File: src/rtl/pexu_pkg.sv
package pexu_pkg;

  typedef enum logic [3:0] {
    OP_NOP  = 4'd0,
    OP_ADD  = 4'd1,
    OP_AND  = 4'd2,
    OP_OR   = 4'd3,
    OP_XOR  = 4'd4,
    OP_NOT  = 4'd5,
    OP_MUL  = 4'd6,
    OP_LSL  = 4'd7,
    OP_LSR  = 4'd8,
    OP_ASR  = 4'd9,
    OP_ROR  = 4'd10,
    OP_CMP  = 4'd11,
    OP_SETP = 4'd12,
    OP_RSTF = 4'd13,
    OP_MOV  = 4'd14,
    OP_RSV  = 4'd15
  } op_e;

  typedef enum logic [1:0] {
    BSRC_REG  = 2'd0,
    BSRC_IMMS = 2'd1,
    BSRC_IMML = 2'd2,
    BSRC_ZERO = 2'd3
  } bsrc_e;

  localparam int NFLAGS = 3;

  typedef struct packed {
    logic gt;
    logic eq;
    logic lt;
  } flags_t;

  function automatic logic op_is_shift(op_e op);
    return (op == OP_LSL) || (op == OP_LSR) || (op == OP_ASR) || (op == OP_ROR);
  endfunction

  function automatic logic op_writes_reg(op_e op);
    case (op)
      OP_ADD, OP_AND, OP_OR, OP_XOR, OP_NOT, OP_MUL,
      OP_LSL, OP_LSR, OP_ASR, OP_ROR, OP_MOV: return 1'b1;
      default: return 1'b0;
    endcase
  endfunction

endpackage

File: src/rtl/pexu_bmux.sv
module pexu_bmux
  import pexu_pkg::*;
#(
  parameter int DATA_W  = 32,
  parameter int IMM_S_W = 8
) (
  input  bsrc_e               sel,
  input  logic [DATA_W-1:0]   b_reg,
  input  logic [IMM_S_W-1:0]  b_imm_s,
  input  logic [DATA_W-1:0]   b_imm_l,
  output logic [DATA_W-1:0]   b_val,
  output logic                long_imm
);

  localparam int PAD_W = DATA_W - IMM_S_W;

  logic [DATA_W-1:0] imm_s_ext;

  generate
    if (PAD_W > 0) begin : g_pad
      assign imm_s_ext = {{PAD_W{1'b0}}, b_imm_s};
    end else begin : g_nopad
      assign imm_s_ext = b_imm_s[DATA_W-1:0];
    end
  endgenerate

  always_comb begin
    case (sel)
      BSRC_REG:  b_val = b_reg;
      BSRC_IMMS: b_val = imm_s_ext;
      BSRC_IMML: b_val = b_imm_l;
      default:   b_val = '0;
    endcase
  end

  assign long_imm = (sel == BSRC_IMML);

endmodule

File: src/rtl/pexu_alu.sv
module pexu_alu
  import pexu_pkg::*;
#(
  parameter int DATA_W = 32
) (
  input  op_e               op,
  input  logic              sub,
  input  logic [DATA_W-1:0] a,
  input  logic [DATA_W-1:0] b,
  output logic [DATA_W-1:0] result,
  output flags_t            cmp
);

  localparam int SH_W = $clog2(DATA_W);

  logic [SH_W-1:0]     amt;
  logic                amt_big;
  logic [2*DATA_W-1:0] dbl_rot;
  logic [DATA_W-1:0]   sh_l, sh_r, sh_a, rot;

  assign amt     = b[SH_W-1:0];
  assign amt_big = |b[DATA_W-1:SH_W];
  assign dbl_rot = {a, a} >> amt;

  assign sh_l = amt_big ? '0 : (a << amt);
  assign sh_r = amt_big ? '0 : (a >> amt);
  assign sh_a = amt_big ? {DATA_W{a[DATA_W-1]}} : DATA_W'($signed(a) >>> amt);
  assign rot  = dbl_rot[DATA_W-1:0];

  always_comb begin
    case (op)
      OP_ADD:  result = sub ? (a - b) : (a + b);
      OP_AND:  result = a & b;
      OP_OR:   result = a | b;
      OP_XOR:  result = a ^ b;
      OP_NOT:  result = ~b;
      OP_MUL:  result = a * b;
      OP_LSL:  result = sh_l;
      OP_LSR:  result = sh_r;
      OP_ASR:  result = sh_a;
      OP_ROR:  result = rot;
      OP_MOV:  result = b;
      default: result = '0;
    endcase
  end

  assign cmp.gt = (a > b);
  assign cmp.eq = (a == b);
  assign cmp.lt = (a < b);

endmodule

File: src/rtl/pexu_pred.sv
module pexu_pred
  import pexu_pkg::*;
(
  input  logic              clk,
  input  logic              rst_n,
  input  logic              fire,
  input  op_e               op,
  input  logic              sign,
  input  logic [NFLAGS-1:0] cond,
  input  flags_t            cmp,
  input  logic              illegal_now,
  output logic              squash_now,
  output flags_t            flags_q,
  output logic              pred_q
);

  logic take;

  assign squash_now = pred_q && ((cond & flags_q) == '0);
  assign take       = fire && !squash_now && !illegal_now;

  always_ff @(posedge clk or negedge rst_n) begin
    if (!rst_n) begin
      flags_q <= '1;
      pred_q  <= 1'b0;
    end else if (take) begin
      case (op)
        OP_CMP:  flags_q <= cmp;
        OP_RSTF: flags_q <= '1;
        OP_SETP: pred_q  <= sign;
        default: ;
      endcase
    end
  end

  assert_rstf_sets_all_R9: assert property (@(posedge clk) disable iff (!rst_n)
    (fire && op == OP_RSTF && !squash_now) |=> (flags_q == 3'b111));

  assert_cmp_one_flag_R6: assert property (@(posedge clk) disable iff (!rst_n)
    (fire && op == OP_CMP && !squash_now) |=> ($countones(flags_q) == 1));

  assert_squash_keeps_state_R7: assert property (@(posedge clk) disable iff (!rst_n)
    (fire && squash_now) |=> ($stable(flags_q) && $stable(pred_q)));

  assert_illegal_keeps_state_R5: assert property (@(posedge clk) disable iff (!rst_n)
    (fire && illegal_now) |=> ($stable(flags_q) && $stable(pred_q)));

endmodule

File: src/rtl/pred_exec_unit.sv
module pred_exec_unit
  import pexu_pkg::*;
#(
  parameter int DATA_W  = 32,
  parameter int REG_AW  = 4,
  parameter int IMM_S_W = 8
) (
  input  logic               clk,
  input  logic               rst_n,
  input  logic               in_valid,
  output logic               in_ready,
  input  logic [3:0]         in_op,
  input  logic               in_sign,
  input  logic [REG_AW-1:0]  in_dst,
  input  logic [DATA_W-1:0]  in_a,
  input  logic [1:0]         in_bsrc,
  input  logic [DATA_W-1:0]  in_breg,
  input  logic [IMM_S_W-1:0] in_imm_s,
  input  logic [DATA_W-1:0]  in_imm_l,
  input  logic [2:0]         in_cond,
  output logic               wr_en,
  output logic [REG_AW-1:0]  wr_addr,
  output logic [DATA_W-1:0]  wr_data,
  output logic               retire,
  output logic               squash,
  output logic               illegal,
  output logic               imm_consume,
  output logic [2:0]         flags,
  output logic               pred_en
);

  op_e               op;
  logic              fire;
  logic [DATA_W-1:0] b_val;
  logic              long_imm;
  logic [DATA_W-1:0] alu_res;
  flags_t            cmp;
  logic              squash_now;
  logic              illegal_now;
  logic              effect_now;
  flags_t            flags_q;
  logic              ready_q;

  assign op   = op_e'(in_op);
  assign fire = in_valid && in_ready;

  pexu_bmux #(.DATA_W(DATA_W), .IMM_S_W(IMM_S_W)) u_bmux (
    .sel      (bsrc_e'(in_bsrc)),
    .b_reg    (in_breg),
    .b_imm_s  (in_imm_s),
    .b_imm_l  (in_imm_l),
    .b_val    (b_val),
    .long_imm (long_imm)
  );

  pexu_alu #(.DATA_W(DATA_W)) u_alu (
    .op     (op),
    .sub    (in_sign),
    .a      (in_a),
    .b      (b_val),
    .result (alu_res),
    .cmp    (cmp)
  );

  assign illegal_now = !squash_now && op_is_shift(op) && long_imm;
  assign effect_now  = !squash_now && !illegal_now;

  pexu_pred u_pred (
    .clk         (clk),
    .rst_n       (rst_n),
    .fire        (fire),
    .op          (op),
    .sign        (in_sign),
    .cond        (in_cond),
    .cmp         (cmp),
    .illegal_now (illegal_now),
    .squash_now  (squash_now),
    .flags_q     (flags_q),
    .pred_q      (pred_en)
  );

  always_ff @(posedge clk or negedge rst_n) begin
    if (!rst_n) begin
      ready_q     <= 1'b0;
      wr_en       <= 1'b0;
      wr_addr     <= '0;
      wr_data     <= '0;
      retire      <= 1'b0;
      squash      <= 1'b0;
      illegal     <= 1'b0;
      imm_consume <= 1'b0;
    end else begin
      ready_q     <= 1'b1;
      retire      <= fire && effect_now;
      squash      <= fire && squash_now;
      illegal     <= fire && illegal_now;
      imm_consume <= fire && long_imm;
      wr_en       <= fire && effect_now && op_writes_reg(op);
      if (fire) begin
        wr_addr <= in_dst;
        wr_data <= alu_res;
      end
    end
  end

  assign in_ready = ready_q;
  assign flags    = flags_q;

  assert_outcome_onehot_R11: assert property (@(posedge clk) disable iff (!rst_n)
    $onehot0({retire, squash, illegal}));

  assert_idle_quiet_R11: assert property (@(posedge clk) disable iff (!rst_n)
    !$past(in_valid && in_ready) |-> !(retire || squash || illegal || imm_consume));

  assert_write_needs_retire_R12: assert property (@(posedge clk) disable iff (!rst_n)
    wr_en |-> retire);

  assert_consume_has_outcome_R8: assert property (@(posedge clk) disable iff (!rst_n)
    imm_consume |-> (retire || squash || illegal));

endmodule

File: config.mk
export PLATFORM = sky130hd
export DESIGN_NAME = pred_exec_unit
export DESIGN_NICKNAME = d
export VERILOG_FILES = /design/src/rtl/pexu_pkg.sv /design/src/rtl/pexu_bmux.sv /design/src/rtl/pexu_alu.sv /design/src/rtl/pexu_pred.sv /design/src/rtl/pred_exec_unit.sv
export SDC_FILE = /design/constraint.sdc
export NUM_CORES = 2
export LEC_CHECK = 0
export BUFFER_PORTS_ARGS = -buffer_cell sky130_fd_sc_hd__buf_2
export CAP_MARGIN = 10
export CORE_MARGIN = 2
export CORE_UTILIZATION = 50
export DETAILED_ROUTE_END_ITERATION = 8
export PLACE_DENSITY = 0.75
export SKIP_LAST_GASP = 1
export SYNTH_ARGS = -nofsm -noshare
export SYNTH_HDL_FRONTEND = slang
export SYNTH_SLANG_ARGS = --single-unit
File: constraint.sdc
create_clock -name clk -period 4.35 [get_ports clk]
set_input_delay 0.2175 -clock clk [delete_from_list [all_inputs] [get_ports clk]]
set_output_delay 0.2175 -clock clk [all_outputs]
set_load 0.01 [all_outputs]
======== After elaboration in Yosys (flattened, before gate mapping) ========
Memories as Yosys holds them, arrays and structs flattened.
Index checks and enable logic that the tools add are counted.
operators by class
  add/subtract/negate cells ............... 2
  multipliers ............................. 1
  div/mod/pow operators ................... 0
  order comparisons ....................... 2
  equality and inequality tests ........... 17
  shift operators ......................... 4
  mux-type cells .......................... 7
  bitwise operators ....................... 5
  reduce and logical (&&, ||, !) cells .... 23
operators by type and width
  operator              number
  $pmux W32 S11         1
  $mux W32              4
  $pmux W32 S3          1
  $shr A64 B5 Y32       1
  $add A32 B32 Y32      1
  $and A32 B32 Y32      1
  $eq A32 B32 Y1        1
  $gt A32 B32 Y1        1
  $lt A32 B32 Y1        1
  $mul A32 B32 Y32      1
  $not A32 Y32          1
  $or A32 B32 Y32       1
  $shl A32 B5 Y32       1
  $shr A32 B5 Y32       1
  $sshr A32 B5 Y32      1
  $sub A32 B32 Y32      1
  $xor A32 B32 Y32      1
  $eq A4 B4 Y1 const B  7
  $reduce_or A27 Y1     1
  $eq A4 B3 Y1 const B  4
  $logic_and A1 B1 Y1   12
  $eq A4 B2 Y1 const B  2
  $pmux W3 S2           1
  $eq A4 B1 Y1 const B  1
  other kinds (9)       13
storage, ports and cells
  register bits ........................... 46
  bits in latches ......................... 0
  memory bits (writable) .................. 0
  memory bits (read-only) ................. 16
  input bits .............................. 121
  output and inout bits ................... 46
  memories kept ........................... 1
memories
  memory           depth  width  rd ports  clocked after memory_dff  write ports  RTL line        source
  (no name shown)  16     1      1         0                         0            pexu_pkg.sv:42  case (op)

======== Longest topological paths before layout ========
  depth in word-level cells ............... 10
  depth in mapped cells ................... 36
  gate-level depth less buffers ........... 29

======== Cells and area by module ========
A second synthesis with hierarchy kept.
second synthesis, totals
  cell total of the unflattened synthesis .. 3350
  area, all modules ....................... 26755.7 µm²
modules (own cells, without submodules)
  module          times used  cells each  area each (µm²)  sequential area each (µm²)
  pexu_alu        1           3157        24339.6          0.0
  pred_exec_unit  1           98          1584.0           1051.0
  pexu_bmux       1           74          574.3            0.0
  pexu_pred       1           21          257.7            103.8

======== Worst setup path after synthesis ========
OpenSTA, ideal clock, no wires.
  path type ............................... input -> register
  start ................................... input in_bsrc[0]
  end ..................................... register wr_data[24]
  arrival time ............................ 8.396 ns
  data required time ...................... 4.224 ns
  slack ................................... -4.172 ns
  cell stages on the path ................. 31
  buffers on the path ..................... 7
  path through ............................ buf_4 > buf_4 > buf_2 > mux2i_1 > o2bb2ai_2 > inv_1 > clkbuf_1 > clkbuf_1 > clkbuf_1 > buf_1 > nor2_1 > fa_1 > fa_1 > fa_1 > inv_1 > fa_1 > inv_1 > fa_1 > fa_1 > fa_1 > fa_1 > ha_1 > a21o_1 > a21o_1 > a211oi_1 > a21oi_1 > a21o_1 > a31oi_1 > xor2_1 > o21ai_0 > a221o_1
on the way
  word-level cells in the longest chain between the ends .. 5
RTL lines
  what                                                                      RTL line               source
  start, declared                                                           pred_exec_unit.sv:16   input logic [1:0] in_bsrc,
  $eq A2 B2 Y1, or another cell as far along                                pexu_bmux.sv:28        case (sel)
  $pmux W32 S3 *                                                            pexu_bmux.sv:28
  parallel branches: the longest is 2 deep, another holds $mul A32 B32 Y32  --
  $pmux W32 S11 *                                                           pexu_alu.sv:31         case (op)
  end signal, assigned                                                      pred_exec_unit.sv:101  wr_data <= alu_res;
  end, declared                                                             pred_exec_unit.sv:23   output logic [DATA_W-1:0] wr_data,
Mark *: on every way between the ends.
A chain may end at the register's enable or synchronous reset.

======== Worst setup path in the final report ========
  start ................................... input in_bsrc[1]
  end ..................................... register wr_data[31]
The elaborated chain is that of the path after synthesis.

==> flow_metrics.tcl <==
set metrics [dict create \
    most_area_hungry_cell_type_in_the_yosys_netlist "fa_1" \
    max_stage_delay_ns 0.80 \
    numClockSinks 46 \
    finalNetCount 4908 \
    netlist_top_cells_area "fa_1 (30%), ha_1 (10%), nor2_1 (8.1%)" \
    timing.rr.end "wr_data[25]" \
    cts.clk_slew.worst_paths_ns 0.10 \
    postSynthNetCount 4215 \
    clockRootBuffer "clkbuf_16" \
    most_repeated_cell_in_the_gate_level_netlist_after_synthesis "nor2_1" \
    gp_congestion 1.11 \
    outcome "complete, but fails checks" \
    setup.worst_path.start "in_bsrc[1]" \
    timing.critical_path.required_ns 4.59 \
    synth-edff-count 0 \
    floorplan.core_area_sq_um 53600 \
    total_of_flip_flops_plus_latches_after_synthesis 46 \
    critPathCapture "wr_data[31]" \
    timing.critical_path.fanout_max 5 \
    fmax_mhz 127 \
    yosys_warnings 0 \
    max-cap-violations 0 \
    detail_route.iter0.violations 3945 \
    floorplan.die_area_sq_um 55900 \
    timing_worst_slew_pin_value_ns 1.12 \
    timing.hold.worst.class "input port to async pin" \
    reg2reg_from "in_ready" \
    r2r_setup_slack_ns 1.43 \
    std_cell_rows 85 \
    failed_checks "negative setup slack" \
    drive_gt1_share_pct 29.7 \
    overflow 0 \
    avgViaCountPerCell 6.44 \
    worst_path_max_delay_cell "o211ai_1" \
    post-route-min-period_ns 7.88 \
    cp-end-kind "flip-flop" \
    gr-usage-all-layers_pct 52.6 \
    ws_path_type "input port to flip-flop" \
    grt_antenna_before_repair 8 \
    rsz0062_at_grt "true" \
    ios 167 \
    timing.reg2reg.worst_path_depth 10 \
    max-clock-path-buffers 2 \
    routedWlPerCell_um 30.9 \
    die_h_um 236 \
    fin_crit_sh_pct 181 \
    postLayoutSetupSlackWorst_ns -3.53 \
    h-tree-depth 2 \
    post_synth_inst_count 3463 \
    number_of_failing_setup_endpoints_in_the_final_timing_report 31 \
    ant_nets 0 \
    synth_top_area_share_pct 30.4 \
    mean_area_per_synthesized_cell_sq_um 7.80 \
    portBuffers 166 \
    floorplan.initialDensity_pct 50.4 \
    setup.worst_path.start_class "input port" \
    fraction_of_the_yosys_area_taken_by_sequential_cells_pct 4.27 \
    via_count 31300 \
    fin_setup_tns_ns -67.12 \
    netlist-cell-type-count 91 \
    insertion_delay_ns 0.33 \
    timing_hold_violations_final 0 \
    critPathArrivalTime_ns 8.12 \
    cpMostUsedCell "fa_1" \
    horiz_die_dim_um 236 \
    first_global_vias 31300 \
    route.detailed.drc 0 \
    synth-async-reset-ratio_pct 100 \
    cts-buffers-inserted 5 \
    slew-limit-headroom_pct 24.9 \
    grt_pass1_wl_um 213000 \
    mappedNetlistArea_sq_um 27000 \
    detail_route.wirelength_um 150000 \
    finalClockSkew_ns 0.0227 \
    report.final.slew_viol_count 0 \
    detail_route.first_pass.iterations 6 \
    cts_tree "yes" \
    layout-area-overhead-vs-synth_pct 34.5 \
    synth-main-ff-cell "dfrtp_1" \
    dp.final_hpwl_um 120000 \
    synth_common_cells "nor2_1 (584), inv_1 (449), fa_1 (410), nand2_1 (359), ha_1 (221)" \
    largest_net_degree_at_the_start_of_global_routing 62 \
]
-- worst max-delay path, delay by kind of cell --
kind	cells	cell delay [ns]
xor+xnor	1	0.15
fa+ha+maj	9	3.87
buf+inv	10	1.23
simple gates	5	0.90
compound gates	6	1.73
-- final cells by class --
class | instances | area (sq um)
Tap cell | 696 | 871
Fill cell | 4359 | 17300
Multi-Input combinational cell | 2742 | 25200
Inverter | 468 | 1770
Timing Repair Buffer | 893 | 7190
Antenna cell | 6 | 15.0
Sequential cell | 46 | 1150
Clock buffer | 5 | 125
Clock inverter | 3 | 27.5
-- routing by layer --
layer	track usage [%]	part of all wire [%]	vias up
met5	0	0.015	-
met4	41.9	11	4
met3	15.3	13	768
met2	77.3	41	2659
met1	64.6	35	15000
li1	-	-	12800
-- cells in the final DEF (no fill, tap or decap), types with 37 or more instances in the layout --
cell     Yosys  final
buf_2       24    164
nor2_2       3     42
ha_4         0     44
dfrtp_1     43     43
nor2_1     584    531
o21ai_0    121    109
nand2_1    359    352
ha_1       221    173
xnor2_1     72     62
mux2i_1    198    189
a21oi_1    162    146
buf_4        5    634
fa_1       410    373
buf_12       0     52
nor3_1      53     44
inv_1      449    432
fa_2         0     37
-- worst min-delay path by stage --
stage | startpoint | to | slack, ns | cells after the start
floorplan | rst_n | illegal | -0.08 | 0
global placement | rst_n | u_pred.pred_q | 0.38 | 2
detailed placement | rst_n | u_pred.pred_q | 0.39 | 2
CTS | rst_n | wr_data[14] | 0.04 | 2
global route | rst_n | wr_data[18] | 0.08 | 2
finish | rst_n | wr_data[19] | 0.03 | 2
-- logic make-up after synthesis --
kind of cell	Yosys count	share of synthesized area [%]
buffers and inverters	675	9.74
xor gates and xnor gates	101	3.58
DFF	46	4.27
and+or+nand+nor	1153	17.7
AOI/OAI and AO/OA	643	16.1
other	1	0.0139
adders and majority gates	631	40.6
muxes	213	7.96
-- timing repair --
item / 4_1_cts / 5_1_grt
hold buffers: 0 / 0
resized for setup: 254 / 113
setup buffers: 49 / 18
hold endpoints to repair: 0 / 0
cloned: 3 / 0
endpoints found under the setup margin: 32 / 32
pin swaps: 115 / 122
-- registers in the layout, indices dropped and copies added (netlist names) --
register	count
wr_addr	4
wr_en	1
imm_consume	1
retire	1
u_pred.flags_q	3
squash	1
in_ready	1
wr_data	32
illegal	1
u_pred.pred_q	1
-- metrics by stage --
stage	std cells	cell area (sq um)	worst slack [ns]	utilization (%)	hold slack, ns
6_report	4859	36300	-3.53	67.8	0.0322
5_1_grt	4855	36300	-3.63	67.7	0.0837
3_5_place_dp	4780	33700	-4.17	62.9	0.386
2_1_floorplan	3463	27600	-3.14	-	-0.0781
4_1_cts	4837	35600	-3.36	66.4	0.0382
3_3_place_gp	4780	33700	-4.14	62.9	0.382
Power is left out: the tool's default activity adds up to more than one toggle a clock period on the data nets, which glitch-free logic cannot reach.
